**src/rtl/zbt_pkg.sv**
```systemverilog
package zbt_pkg;
   typedef enum logic [1:0] {
      OP_IDLE  = 2'd0,
      OP_READ  = 2'd1,
      OP_WRITE = 2'd2
   } op_e;

   localparam int ORDER_PIN = 0;
   localparam int ORDER_LIN = 1;
   localparam int ORDER_ILV = 2;
endpackage

```
**src/rtl/zbt_burst_ctr.sv**
```systemverilog
module zbt_burst_ctr #(
   parameter int ADDR_W     = 6,
   parameter int BURST_BITS = 2,
   parameter int ORDER_MODE = 0
) (
   input  logic              clk,
   input  logic              rst_n,
   input  logic              tick,
   input  logic              load,
   input  logic              stop,
   input  logic [ADDR_W-1:0] addr_in,
   input  logic              lbo,
   output logic [ADDR_W-1:0] beat_addr,
   output logic              active
);
   import zbt_pkg::*;

   localparam int HI_W = ADDR_W - BURST_BITS;

   logic [ADDR_W-1:0]     base_q;
   logic [BURST_BITS-1:0] cnt_q;
   logic [BURST_BITS-1:0] cnt_nx;
   logic [BURST_BITS-1:0] lo_lin;
   logic [BURST_BITS-1:0] lo_ilv;
   logic [BURST_BITS-1:0] lo_sel;
   logic                  act_q;

   if (BURST_BITS < 1 || HI_W < 1) begin : g_bad_width
      $error("zbt_burst_ctr: BURST_BITS must be at least 1 and below ADDR_W");
   end

   assign cnt_nx = cnt_q + 1'b1;
   assign lo_lin = base_q[BURST_BITS-1:0] + cnt_nx;
   assign lo_ilv = base_q[BURST_BITS-1:0] ^ cnt_nx;

   if (ORDER_MODE == ORDER_LIN) begin : g_lin
      logic unused_lbo;
      assign unused_lbo = lbo;
      assign lo_sel = lo_lin;
   end else if (ORDER_MODE == ORDER_ILV) begin : g_ilv
      logic unused_lbo;
      assign unused_lbo = lbo;
      assign lo_sel = lo_ilv;
   end else begin : g_pin
      assign lo_sel = lbo ? lo_ilv : lo_lin;
   end

   assign beat_addr = load ? addr_in : {base_q[ADDR_W-1:BURST_BITS], lo_sel};
   assign active    = act_q;

   always_ff @(posedge clk or negedge rst_n) begin
      if (!rst_n) begin
         base_q <= '0;
         cnt_q  <= '0;
         act_q  <= 1'b0;
      end else if (tick) begin
         if (load) begin
            base_q <= addr_in;
            cnt_q  <= '0;
            act_q  <= 1'b1;
         end else if (stop) begin
            act_q  <= 1'b0;
         end else if (act_q) begin
            cnt_q  <= cnt_nx;
         end
      end
   end
endmodule

```
**src/rtl/zbt_cmd_pipe.sv**
```systemverilog
module zbt_cmd_pipe #(
   parameter int ADDR_W = 6,
   parameter int NBYTES = 2
) (
   input  logic              clk,
   input  logic              rst_n,
   input  logic              tick,
   input  logic              ld_n,
   input  logic              sel,
   input  logic              we_n,
   input  logic              burst_act,
   input  logic [ADDR_W-1:0] beat_addr,
   input  logic [NBYTES-1:0] bw_n,
   output zbt_pkg::op_e      ph_op,
   output logic [ADDR_W-1:0] ph_addr,
   output logic [NBYTES-1:0] ph_bw_n
);
   import zbt_pkg::*;

   op_e               op_q;
   op_e               op_d;
   logic              bwr_q;
   logic              bwr_d;
   logic [ADDR_W-1:0] addr_q;
   logic [NBYTES-1:0] bw_q;

   always_comb begin
      op_d  = OP_IDLE;
      bwr_d = bwr_q;
      if (!ld_n) begin
         if (sel) begin
            op_d  = we_n ? OP_READ : OP_WRITE;
            bwr_d = !we_n;
         end
      end else if (burst_act) begin
         op_d = bwr_q ? OP_WRITE : OP_READ;
      end
   end

   always_ff @(posedge clk or negedge rst_n) begin
      if (!rst_n) begin
         op_q   <= OP_IDLE;
         bwr_q  <= 1'b0;
         addr_q <= '0;
         bw_q   <= '1;
      end else if (tick) begin
         op_q   <= op_d;
         bwr_q  <= bwr_d;
         addr_q <= beat_addr;
         bw_q   <= bw_n;
      end
   end

   assign ph_op   = op_q;
   assign ph_addr = addr_q;
   assign ph_bw_n = bw_q;
endmodule

```
**src/rtl/zbt_byte_array.sv**
```systemverilog
module zbt_byte_array #(
   parameter int ADDR_W = 6,
   parameter int NBYTES = 2,
   parameter int BYTE_W = 9
) (
   input  logic                     clk,
   input  logic                     wr_en,
   input  logic [ADDR_W-1:0]        addr,
   input  logic [NBYTES-1:0]        bw_n,
   input  logic [NBYTES*BYTE_W-1:0] wdata,
   output logic [NBYTES*BYTE_W-1:0] rdata
);
   localparam int DEPTH = 1 << ADDR_W;

   if (DEPTH * NBYTES * BYTE_W > 65536) begin : g_too_big
      $error("zbt_byte_array: array exceeds the model size limit");
   end

   for (genvar g = 0; g < NBYTES; g++) begin : g_lane
      logic [BYTE_W-1:0] lane_mem [DEPTH];

      always_ff @(posedge clk) begin
         if (wr_en && !bw_n[g]) begin
            lane_mem[addr] <= wdata[g*BYTE_W +: BYTE_W];
         end
      end

      assign rdata[g*BYTE_W +: BYTE_W] = lane_mem[addr];
   end
endmodule

```
**src/rtl/zbt_ft_sram.sv**
```systemverilog
module zbt_ft_sram #(
   parameter int ADDR_W     = 6,
   parameter int NBYTES     = 2,
   parameter int BYTE_W     = 9,
   parameter int BURST_BITS = 2,
   parameter int ORDER_MODE = 0
) (
   input  logic                     clk,
   input  logic                     rst_n,
   input  logic                     cen_n,
   input  logic                     sleep,
   input  logic                     ce1_n,
   input  logic                     ce2_n,
   input  logic                     ce3,
   input  logic                     ld_n,
   input  logic                     we_n,
   input  logic [ADDR_W-1:0]        addr,
   input  logic [NBYTES-1:0]        bw_n,
   input  logic                     lbo,
   input  logic [NBYTES*BYTE_W-1:0] din,
   input  logic                     oe_n,
   output logic [NBYTES*BYTE_W-1:0] dout,
   output logic                     dout_en
);
   import zbt_pkg::*;

   if (ADDR_W < 2 || NBYTES < 1 || BYTE_W < 1) begin : g_bad_cfg
      $error("zbt_ft_sram: parameter out of range");
   end
   if (ORDER_MODE < ORDER_PIN || ORDER_MODE > ORDER_ILV) begin : g_bad_order
      $error("zbt_ft_sram: ORDER_MODE must be 0, 1 or 2");
   end

   logic              tick;
   logic              sel;
   logic              burst_act;
   logic [ADDR_W-1:0] beat_addr;
   op_e               ph_op;
   logic [ADDR_W-1:0] ph_addr;
   logic [NBYTES-1:0] ph_bw_n;

   assign tick = !cen_n && !sleep;
   assign sel  = !ce1_n && !ce2_n && ce3;

   zbt_burst_ctr #(
      .ADDR_W(ADDR_W), .BURST_BITS(BURST_BITS), .ORDER_MODE(ORDER_MODE)
   ) u_burst (
      .clk(clk), .rst_n(rst_n), .tick(tick),
      .load(!ld_n && sel), .stop(!ld_n && !sel),
      .addr_in(addr), .lbo(lbo),
      .beat_addr(beat_addr), .active(burst_act)
   );

   zbt_cmd_pipe #(
      .ADDR_W(ADDR_W), .NBYTES(NBYTES)
   ) u_pipe (
      .clk(clk), .rst_n(rst_n), .tick(tick),
      .ld_n(ld_n), .sel(sel), .we_n(we_n),
      .burst_act(burst_act), .beat_addr(beat_addr), .bw_n(bw_n),
      .ph_op(ph_op), .ph_addr(ph_addr), .ph_bw_n(ph_bw_n)
   );

   zbt_byte_array #(
      .ADDR_W(ADDR_W), .NBYTES(NBYTES), .BYTE_W(BYTE_W)
   ) u_array (
      .clk(clk),
      .wr_en(tick && (ph_op == OP_WRITE)),
      .addr(ph_addr), .bw_n(ph_bw_n),
      .wdata(din), .rdata(dout)
   );

   assign dout_en = (ph_op == OP_READ) && !oe_n && !sleep;
endmodule

```
**config.mk**
```make
export PLATFORM = sky130hd
export DESIGN_NAME = zbt_ft_sram
export DESIGN_NICKNAME = d
export VERILOG_FILES = /design/src/rtl/zbt_pkg.sv /design/src/rtl/zbt_burst_ctr.sv /design/src/rtl/zbt_cmd_pipe.sv /design/src/rtl/zbt_byte_array.sv /design/src/rtl/zbt_ft_sram.sv
export SDC_FILE = /design/constraint.sdc
export NUM_CORES = 1
export LEC_CHECK = 0
export ABC_CLOCK_PERIOD_IN_PS = 7600
export CORE_MARGIN = 2
export CORE_UTILIZATION = 39
export DETAILED_ROUTE_END_ITERATION = 10
export GPL_TIMING_DRIVEN = 1
export PLACE_DENSITY = 0.57
export SLEW_MARGIN = 0
export SYNTH_ARGS = -nofsm -noshare
export SYNTH_HDL_FRONTEND = slang
export SYNTH_SLANG_ARGS = --single-unit
```
**constraint.sdc**
```tcl
create_clock -name clk -period 7.6 [get_ports clk]
set_clock_uncertainty 0.05 [all_clocks]
set_input_delay 1.52 -clock clk [delete_from_list [all_inputs] [get_ports clk]]
set_output_delay 1.52 -clock clk [all_outputs]
set_load 0.1 [all_outputs]
```
# ---- Yosys cells after proc, flatten, opt, wreduce, memory -nomap -nowiden
# Memories as Yosys holds them, arrays and structs flattened.
# Cells that the tools add are included.
dict set report word_totals {
  ramBits 1152
  memories 2
  ff_bits 20
  out_inout_bits 19
  inputBits 37
  wordCells 58
}
dict set report op_classes {
  n_bitwise 2
  n_mux 16
  reduce_logical 26
  add_sub_neg 2
  n_eq_ne 3
}
# name depth word_bits read_ports rd_ports_with_merged_regs wr line
set memory_table {}
lappend memory_table {{u_array.g_lane[0].lane_mem} 64 9 1 0 1 zbt_byte_array.sv:20} ;# logic [BYTE_W-1:0] lane_mem [DEPTH];
lappend memory_table {{u_array.g_lane[1].lane_mem} 64 9 1 0 1 zbt_byte_array.sv:20}
# op n
set ops {}
lappend ops {{2-bit 2-to-1 mux} 9}
lappend ops {{1-bit logical AND} 10}
lappend ops {{1-bit logical NOT} 10}
lappend ops {{1-bit 2-to-1 mux} 6}
lappend ops {{6-bit 2-to-1 mux} 1}
lappend ops {{3-bit AND reduction} 2}
lappend ops {{2-bit AND reduction} 2}
lappend ops {{2-bit nonzero test} 2}
lappend ops {{2-bit by 1-bit adder with 2-bit output, second input constant} 1}
lappend ops {{2-bit adder} 1}
lappend ops {{2-bit by 1-bit == test with 1-bit output, second input constant} 1}
lappend ops {{2-bit == test, second input constant} 1}
lappend ops {{2-bit by 1-bit != test with 1-bit output, second input constant} 1}
lappend ops {{2-bit XOR} 1}
lappend ops {{1-bit NOT} 1}

# ---- Longest topological paths before layout
dict set report depth {
  ltp_word 7
  ltp_mapped 11
  ltp_nobuf 7
}

# ---- Cells and area by module
# A second synthesis with hierarchy kept.
dict set report unflattened {
  hier_cells 2641
  hier_area_um2 45548.7
}
# module cells_per_inst area_each_um2 seq_area_each_um2 instances
set modules_own_cells {}
lappend modules_own_cells {zbt_byte_array 2567 44551.5 34593.2 1}
lappend modules_own_cells {zbt_burst_ctr 39 503.0 225.2 1}
lappend modules_own_cells {zbt_cmd_pipe 29 441.7 277.8 1}
lappend modules_own_cells {zbt_ft_sram 6 52.6 0.0 1}

# ---- Worst setup path before layout
# Ideal clock, no wire load.
dict set report synth_path {
  kind {input to output}
  from {input oe_n}
  to {output dout_en}
  slack_ns 1.359
  path_buffers 0
  arrival_ns 4.671
  t_required_ns 6.030
  cell_stages 1
  cell_sequence {nor4b_1}
}
dict set report synth_via {
  elab_chain_len 3
}
# item line
set synth_rtl {}
lappend synth_rtl {{from (decl)} zbt_ft_sram.sv:21} ;# input logic oe_n,
lappend synth_rtl {{1-bit logical NOT} zbt_ft_sram.sv:72} ;# assign dout_en = (ph_op == OP_READ) && !oe_n && !sleep;
lappend synth_rtl {{1-bit logical AND (2 in series)} zbt_ft_sram.sv:72}
lappend synth_rtl {{to (decl)} zbt_ft_sram.sv:23} ;# output logic dout_en
# Every way passes these cells.

# ---- Worst setup path after layout
dict set report layout_path {
  from {register u_pipe.addr_q[0] (netlist: u_pipe.ph_addr[0])}
  to {output dout[8]}
}
dict set report layout_via {
  elab_chain_len 1
}
# item line
set layout_rtl {}
lappend layout_rtl {{from (decl)} zbt_cmd_pipe.sv:24} ;# logic [ADDR_W-1:0] addr_q;
lappend layout_rtl {{from (signal assigned)} zbt_cmd_pipe.sv:49} ;# addr_q <= beat_addr;
lappend layout_rtl {{memory 64 x 9 bit} n/a}
lappend layout_rtl {{to (decl)} zbt_ft_sram.sv:22} ;# output logic [NBYTES*BYTE_W-1:0] dout,
# Every way passes these cells.

==> impl_results.html <==
<table>
<tr><th>Metric</th><th>Value</th></tr>
<tr><th colspan="2">Timing</th></tr>
<tr><td>Final total negative setup slack</td><td>0 ns</td></tr>
<tr><td>Setup repair after global routing missed its margin</td><td>no</td></tr>
<tr><td>Max-Slew Margin vs Limit</td><td>0.175</td></tr>
<tr><td>Final Slew Violations</td><td>0</td></tr>
<tr><td>Fin crit share</td><td>0.839</td></tr>
<tr><td>Hold Slack</td><td>0.412 ns</td></tr>
<tr><td>Worst Tran Pin Value</td><td>1.23 ns</td></tr>
<tr><td>Highest clock rate</td><td>157 MHz</td></tr>
<tr><td>Number of failing hold endpoints at the final stage</td><td>0</td></tr>
<tr><td>Min Clock Period, post-route</td><td>6.38 ns</td></tr>
<tr><td>Setup violations, final</td><td>0</td></tr>
<tr><td>Worst Setup Slack, final</td><td>1.22 ns</td></tr>
<tr><th colspan="2">Setup path</th></tr>
<tr><td>Number of cells traversed by the worst register-to-register path</td><td>5</td></tr>
<tr><td>Crit Reg-Reg Endpoint</td><td>u_array.g_lane[1].lane_mem[50][0]$_DFFE_PP_</td></tr>
<tr><td>Type of element capturing the critical path</td><td>primary output</td></tr>
<tr><td>Start-to-end type of the worst setup path</td><td>register to primary output</td></tr>
<tr><td>Kind of launch point of the worst setup path</td><td>register</td></tr>
<tr><td>Ordered list of cells on the worst path</td><td>nor2b_4 -&gt; buf_4 -&gt; a22oi_1 -&gt; mux4_2 -&gt; nor2_1 -&gt; o31ai_1 -&gt; nand4_1 -&gt; buf_4</td></tr>
<tr><td>Arr. time, crit path</td><td>4.81 ns</td></tr>
<tr><td>Setup slack of the most critical reg-to-reg path</td><td>3.12 ns</td></tr>
<tr><td>Start of the worst register-to-register path</td><td>u_pipe.ph_addr[1]$_DFFE_PN0P_</td></tr>
<tr><td>Cell seen most often among critical-path stages</td><td>sky130_fd_sc_hd__buf_4</td></tr>
<tr><td>CP delay by family, top</td><td>simple AND/OR/NAND/NOR gates</td></tr>
<tr><td>Critical-path top delay cell</td><td>sky130_fd_sc_hd__nor2b_4</td></tr>
<tr><td>Worst endpoint required time</td><td>6.03 ns</td></tr>
<tr><td>Combined buffer and inverter count along the critical path</td><td>2</td></tr>
<tr><td>Peak fanout along the critical path</td><td>33</td></tr>
<tr><td>Max stage delay on crit path</td><td>1.03 ns</td></tr>
<tr><th colspan="2">Hold path</th></tr>
<tr><td>End of the worst hold path</td><td>u_pipe.ph_bw_n[0]$_DFFE_PN1P_</td></tr>
<tr><td>Type of the worst min-delay path</td><td>register to register</td></tr>
<tr><td>WHS Path Cells</td><td>2</td></tr>
<tr><td>Worst Hold Launch</td><td>u_pipe.ph_bw_n[0]$_DFFE_PN1P_</td></tr>
<tr><th colspan="2">CTS</th></tr>
<tr><td>Clock buffer depth</td><td>3</td></tr>
<tr><td>CTS tree</td><td>yes</td></tr>
<tr><td>Cell chosen for the clock root</td><td>sky130_fd_sc_hd__clkbuf_16</td></tr>
<tr><td>H-tree levels</td><td>3</td></tr>
<tr><td>Hold Buf Count CTS</td><td>0</td></tr>
<tr><td>Post-CTS setup-driven buffer insertion count</td><td>0</td></tr>
<tr><td>Clock Latency Late Sink</td><td>0.68 ns</td></tr>
<tr><td>Register clock-pin slew on the reported worst setup and hold paths</td><td>0.06 ns</td></tr>
<tr><td>Quantity of gates resized following cts</td><td>0</td></tr>
<tr><td>TritonCTS Sinks</td><td>1,172</td></tr>
<tr><td>Clock buffer count from CTS</td><td>115</td></tr>
<tr><th colspan="2">Synthesis</th></tr>
<tr><td>Post-Synth Adder-Cell Area</td><td>0.000276</td></tr>
<tr><td>Number of synthesized register bits</td><td>1,172</td></tr>
<tr><td>Portion of netlist area occupied by mux cells</td><td>0.0599</td></tr>
<tr><td>Commonest cells post-synth</td><td>sky130_fd_sc_hd__edfxtp_1, sky130_fd_sc_hd__nor2_1, sky130_fd_sc_hd__a221oi_1, sky130_fd_sc_hd__a22oi_1, sky130_fd_sc_hd__o21ai_0</td></tr>
<tr><td>Most frequently used cell type in the post-synthesis netlist</td><td>sky130_fd_sc_hd__edfxtp_1</td></tr>
<tr><td>Average cell area after synthesis</td><td>17.4 µm²</td></tr>
<tr><td>Number of enable-type register cells in the synthesized netlist</td><td>1,152</td></tr>
<tr><td>Synth area leader</td><td>sky130_fd_sc_hd__edfxtp_1</td></tr>
<tr><td>Main combinational cell family by area after synthesis</td><td>compound AO/OA/AOI/OAI gates</td></tr>
<tr><td>Number of standard cells after synthesis</td><td>2,616</td></tr>
<tr><td>Area fraction of the dominant cell type after synthesis</td><td>0.762</td></tr>
<tr><td>Syn nets</td><td>2,654</td></tr>
<tr><td>Synthesized-area fraction occupied by ao, oa, aoi and oai cells</td><td>0.106</td></tr>
<tr><td>Synth Area in XOR/XNOR</td><td>0.000772</td></tr>
<tr><td>Post-synth top flop</td><td>sky130_fd_sc_hd__edfxtp_1</td></tr>
<tr><td>Number of different library cells in the post-synthesis netlist</td><td>63</td></tr>
<tr><td>Fraction of the yosys area taken by sequential cells</td><td>0.773</td></tr>
<tr><td>Simple-gate portion of the synthesized area</td><td>0.0392</td></tr>
<tr><td>Share of async-settable or async-resettable flops after synthesis</td><td>0.0171</td></tr>
<tr><td>Post-synth design cell area</td><td>45,400 µm²</td></tr>
<tr><td>Warning count from the yosys run</td><td>0</td></tr>
<tr><td>Largest cells by area after synthesis</td><td>sky130_fd_sc_hd__edfxtp_1, sky130_fd_sc_hd__a221oi_1, sky130_fd_sc_hd__mux4_2</td></tr>
<tr><th colspan="2">Floorplanning</th></tr>
<tr><td>I/O Pins</td><td>56</td></tr>
<tr><td>Die outline area</td><td>119,000 µm²</td></tr>
<tr><td>Placement Rows</td><td>125</td></tr>
<tr><td>Vertical extent of the die</td><td>345 µm</td></tr>
<tr><td>Initial standard-cell utilization of the core</td><td>0.392</td></tr>
<tr><td>Area of the core</td><td>116,000 µm²</td></tr>
<tr><td>Chip width</td><td>345 µm</td></tr>
<tr><th colspan="2">Placed design</th></tr>
<tr><td>Routability Congestion</td><td>0.870</td></tr>
<tr><td>Count of buffers inserted at the top-level ports</td><td>55</td></tr>
<tr><td>Post-Place Setup Slack</td><td>1.98 ns</td></tr>
<tr><td>DP HPWL</td><td>78,200 µm</td></tr>
<tr><th colspan="2">Power</th></tr>
<tr><td>Leakage component of the power</td><td>15.6 nW</td></tr>
<tr><td>Worst vdd ir</td><td>0.248 mV</td></tr>
<tr><td>Power density over the cells</td><td>342 nW/µm²</td></tr>
<tr><td>Power, Total</td><td>0.0175 W</td></tr>
<tr><th colspan="2">Route</th></tr>
<tr><td>Wirelength, routed</td><td>128,000 µm</td></tr>
<tr><td>Violation count after the first detailed-route iteration</td><td>3,547</td></tr>
<tr><td>Number of vias in the routed layout</td><td>25,900</td></tr>
<tr><td>Number of nets with antenna violations after detailed routing</td><td>0</td></tr>
<tr><td>Mean number of vias per cell</td><td>6.04</td></tr>
<tr><td>Detailed-route DRC error count</td><td>0</td></tr>
<tr><td>Routed wire per std cell</td><td>30.0 µm</td></tr>
<tr><td>Count of TritonRoute iterations in the first routing pass</td><td>6</td></tr>
<tr><th colspan="2">Status</th></tr>
<tr><td>Outcome</td><td>finished, final reports clean</td></tr>
<tr><th colspan="2">Layout</th></tr>
<tr><td>Fill count</td><td>9,969</td></tr>
<tr><td>Syn-to-layout area delta</td><td>12.7%</td></tr>
<tr><td>Net count of the finished layout</td><td>2,692</td></tr>
<tr><td>Share of final-layout standard cells stronger than drive strength 1</td><td>0.151</td></tr>
<tr><th colspan="2">Job</th></tr>
<tr><td>Number of max-cap violations</td><td>0</td></tr>
<tr><th colspan="2">GRT</th></tr>
<tr><td>Overflow left after global routing</td><td>0</td></tr>
<tr><td>Largest net degree at the start of global routing</td><td>67</td></tr>
<tr><td>Wire length of the first global-routing pass</td><td>185,000 µm</td></tr>
<tr><td>Initial antenna violation count</td><td>3</td></tr>
<tr><td>Via count of the first global-routing pass</td><td>26,400</td></tr>
<tr><td>Overall routing resource usage</td><td>0.211</td></tr>
</table>
## sequential cells by signal (all words and copies together) (netlist names)
name,count
u_array.g_lane.lane_mem,1152
u_burst.base_q,6
u_pipe.ph_addr,6
u_burst.cnt_q,2
u_pipe.ph_bw_n,2
u_pipe.ph_op,2
u_burst.active,1
u_pipe.bwr_q,1
## metrics by stage
step,utilization,area [µm²],cells
finish,0.441,51200,4278
global route,0.441,51200,4275
CTS,0.441,51200,4275
detailed placement,0.409,47400,4061
global placement,0.409,47400,4061
floorplan,-,45400,2616
## tightest hold or removal path, cell delays in order, from the launching register on
cell and delay [ns]:
sky130_fd_sc_hd__dfstp_2 0.37, sky130_fd_sc_hd__nand2_1 0.05, sky130_fd_sc_hd__nand2_1 0.05
## cell type report
cell class,count,area (µm²),share of cell area
Clock inverter,63,693,0.0135
Antenna cell,3,7.51,0.000147
Sequential cell,1172,35100,0.686
Multi-Input combinational cell,1241,9410,0.184
Timing Repair Buffer,120,918,0.0180
Clock buffer,151,3110,0.0607
Tap cell,1524,1910,0.0373
Inverter,4,15.0,0.000293
## logic make-up after synthesis
group,after synthesis
xor+xnor,4
buf+inv,203
compound gates,650
fa+ha+maj,1
simple gates,394
flops,1172
mux,192
## routing by layer
layer | track usage | vias up | part of all wire
met5 | 0 | - | 0.000086
met4 | 0.0679 | 2 | 0.031
met3 | 0.0392 | 229 | 0.085
met2 | 0.351 | 1286 | 0.49
met1 | 0.282 | 13400 | 0.40
li1 | - | 10900 | -
## where the power goes
group / leakage, nW / total [W] / internal [W] / switching [W]
Combinational: 3.13 / 0.00451 / 0.00130 / 0.00321
Clock: 1.85 / 0.00576 / 0.00334 / 0.00241
Sequential: 10.6 / 0.00724 / 0.00712 / 0.000119
## placed cells by master, fill, tap and decap left out, types with 12 or more instances in the layout
cell	instances
sky130_fd_sc_hd__clkbuf_16	118
sky130_fd_sc_hd__a221oi_1	190
sky130_fd_sc_hd__mux2_2	67
sky130_fd_sc_hd__nor3_1	12
sky130_fd_sc_hd__o22a_1	21
sky130_fd_sc_hd__edfxtp_1	1152
sky130_fd_sc_hd__a31oi_1	28
sky130_fd_sc_hd__a22oi_1	117
sky130_fd_sc_hd__a221o_1	15
sky130_fd_sc_hd__clkinv_1	23
sky130_fd_sc_hd__nor2_1	208
sky130_fd_sc_hd__mux4_2	57
sky130_fd_sc_hd__buf_2	18
sky130_fd_sc_hd__clkinv_2	16
sky130_fd_sc_hd__mux2i_1	68
sky130_fd_sc_hd__clkdlybuf4s50_1	20
sky130_fd_sc_hd__buf_4	81
sky130_fd_sc_hd__o22ai_1	38
sky130_fd_sc_hd__a21oi_1	49
sky130_fd_sc_hd__clkbuf_1	30
sky130_fd_sc_hd__nand2_1	66
sky130_fd_sc_hd__dfrtp_1	15
sky130_fd_sc_hd__nand3_1	44
sky130_fd_sc_hd__a222oi_1	14
sky130_fd_sc_hd__o21ai_0	105
sky130_fd_sc_hd__bufinv_16	14
sky130_fd_sc_hd__o221ai_1	13
## how the worst max path moves through the flow
stage	start	endpoint	slack, ns	depth (start not counted)
finish	u_pipe.ph_addr[0]$_DFFE_PN0P_	dout[8]	1.22	8
floorplan	oe_n	dout_en	1.36	1
CTS	u_pipe.ph_addr[0]$_DFFE_PN0P_	dout[16]	1.24	6
global placement	u_pipe.ph_addr[1]$_DFFE_PN0P_	dout[16]	1.87	7
global route	u_pipe.ph_addr[0]$_DFFE_PN0P_	dout[8]	1.06	8
detailed placement	u_pipe.ph_addr[0]$_DFFE_PN0P_	dout[16]	1.98	6
Power figures use the tool's default switching activity.
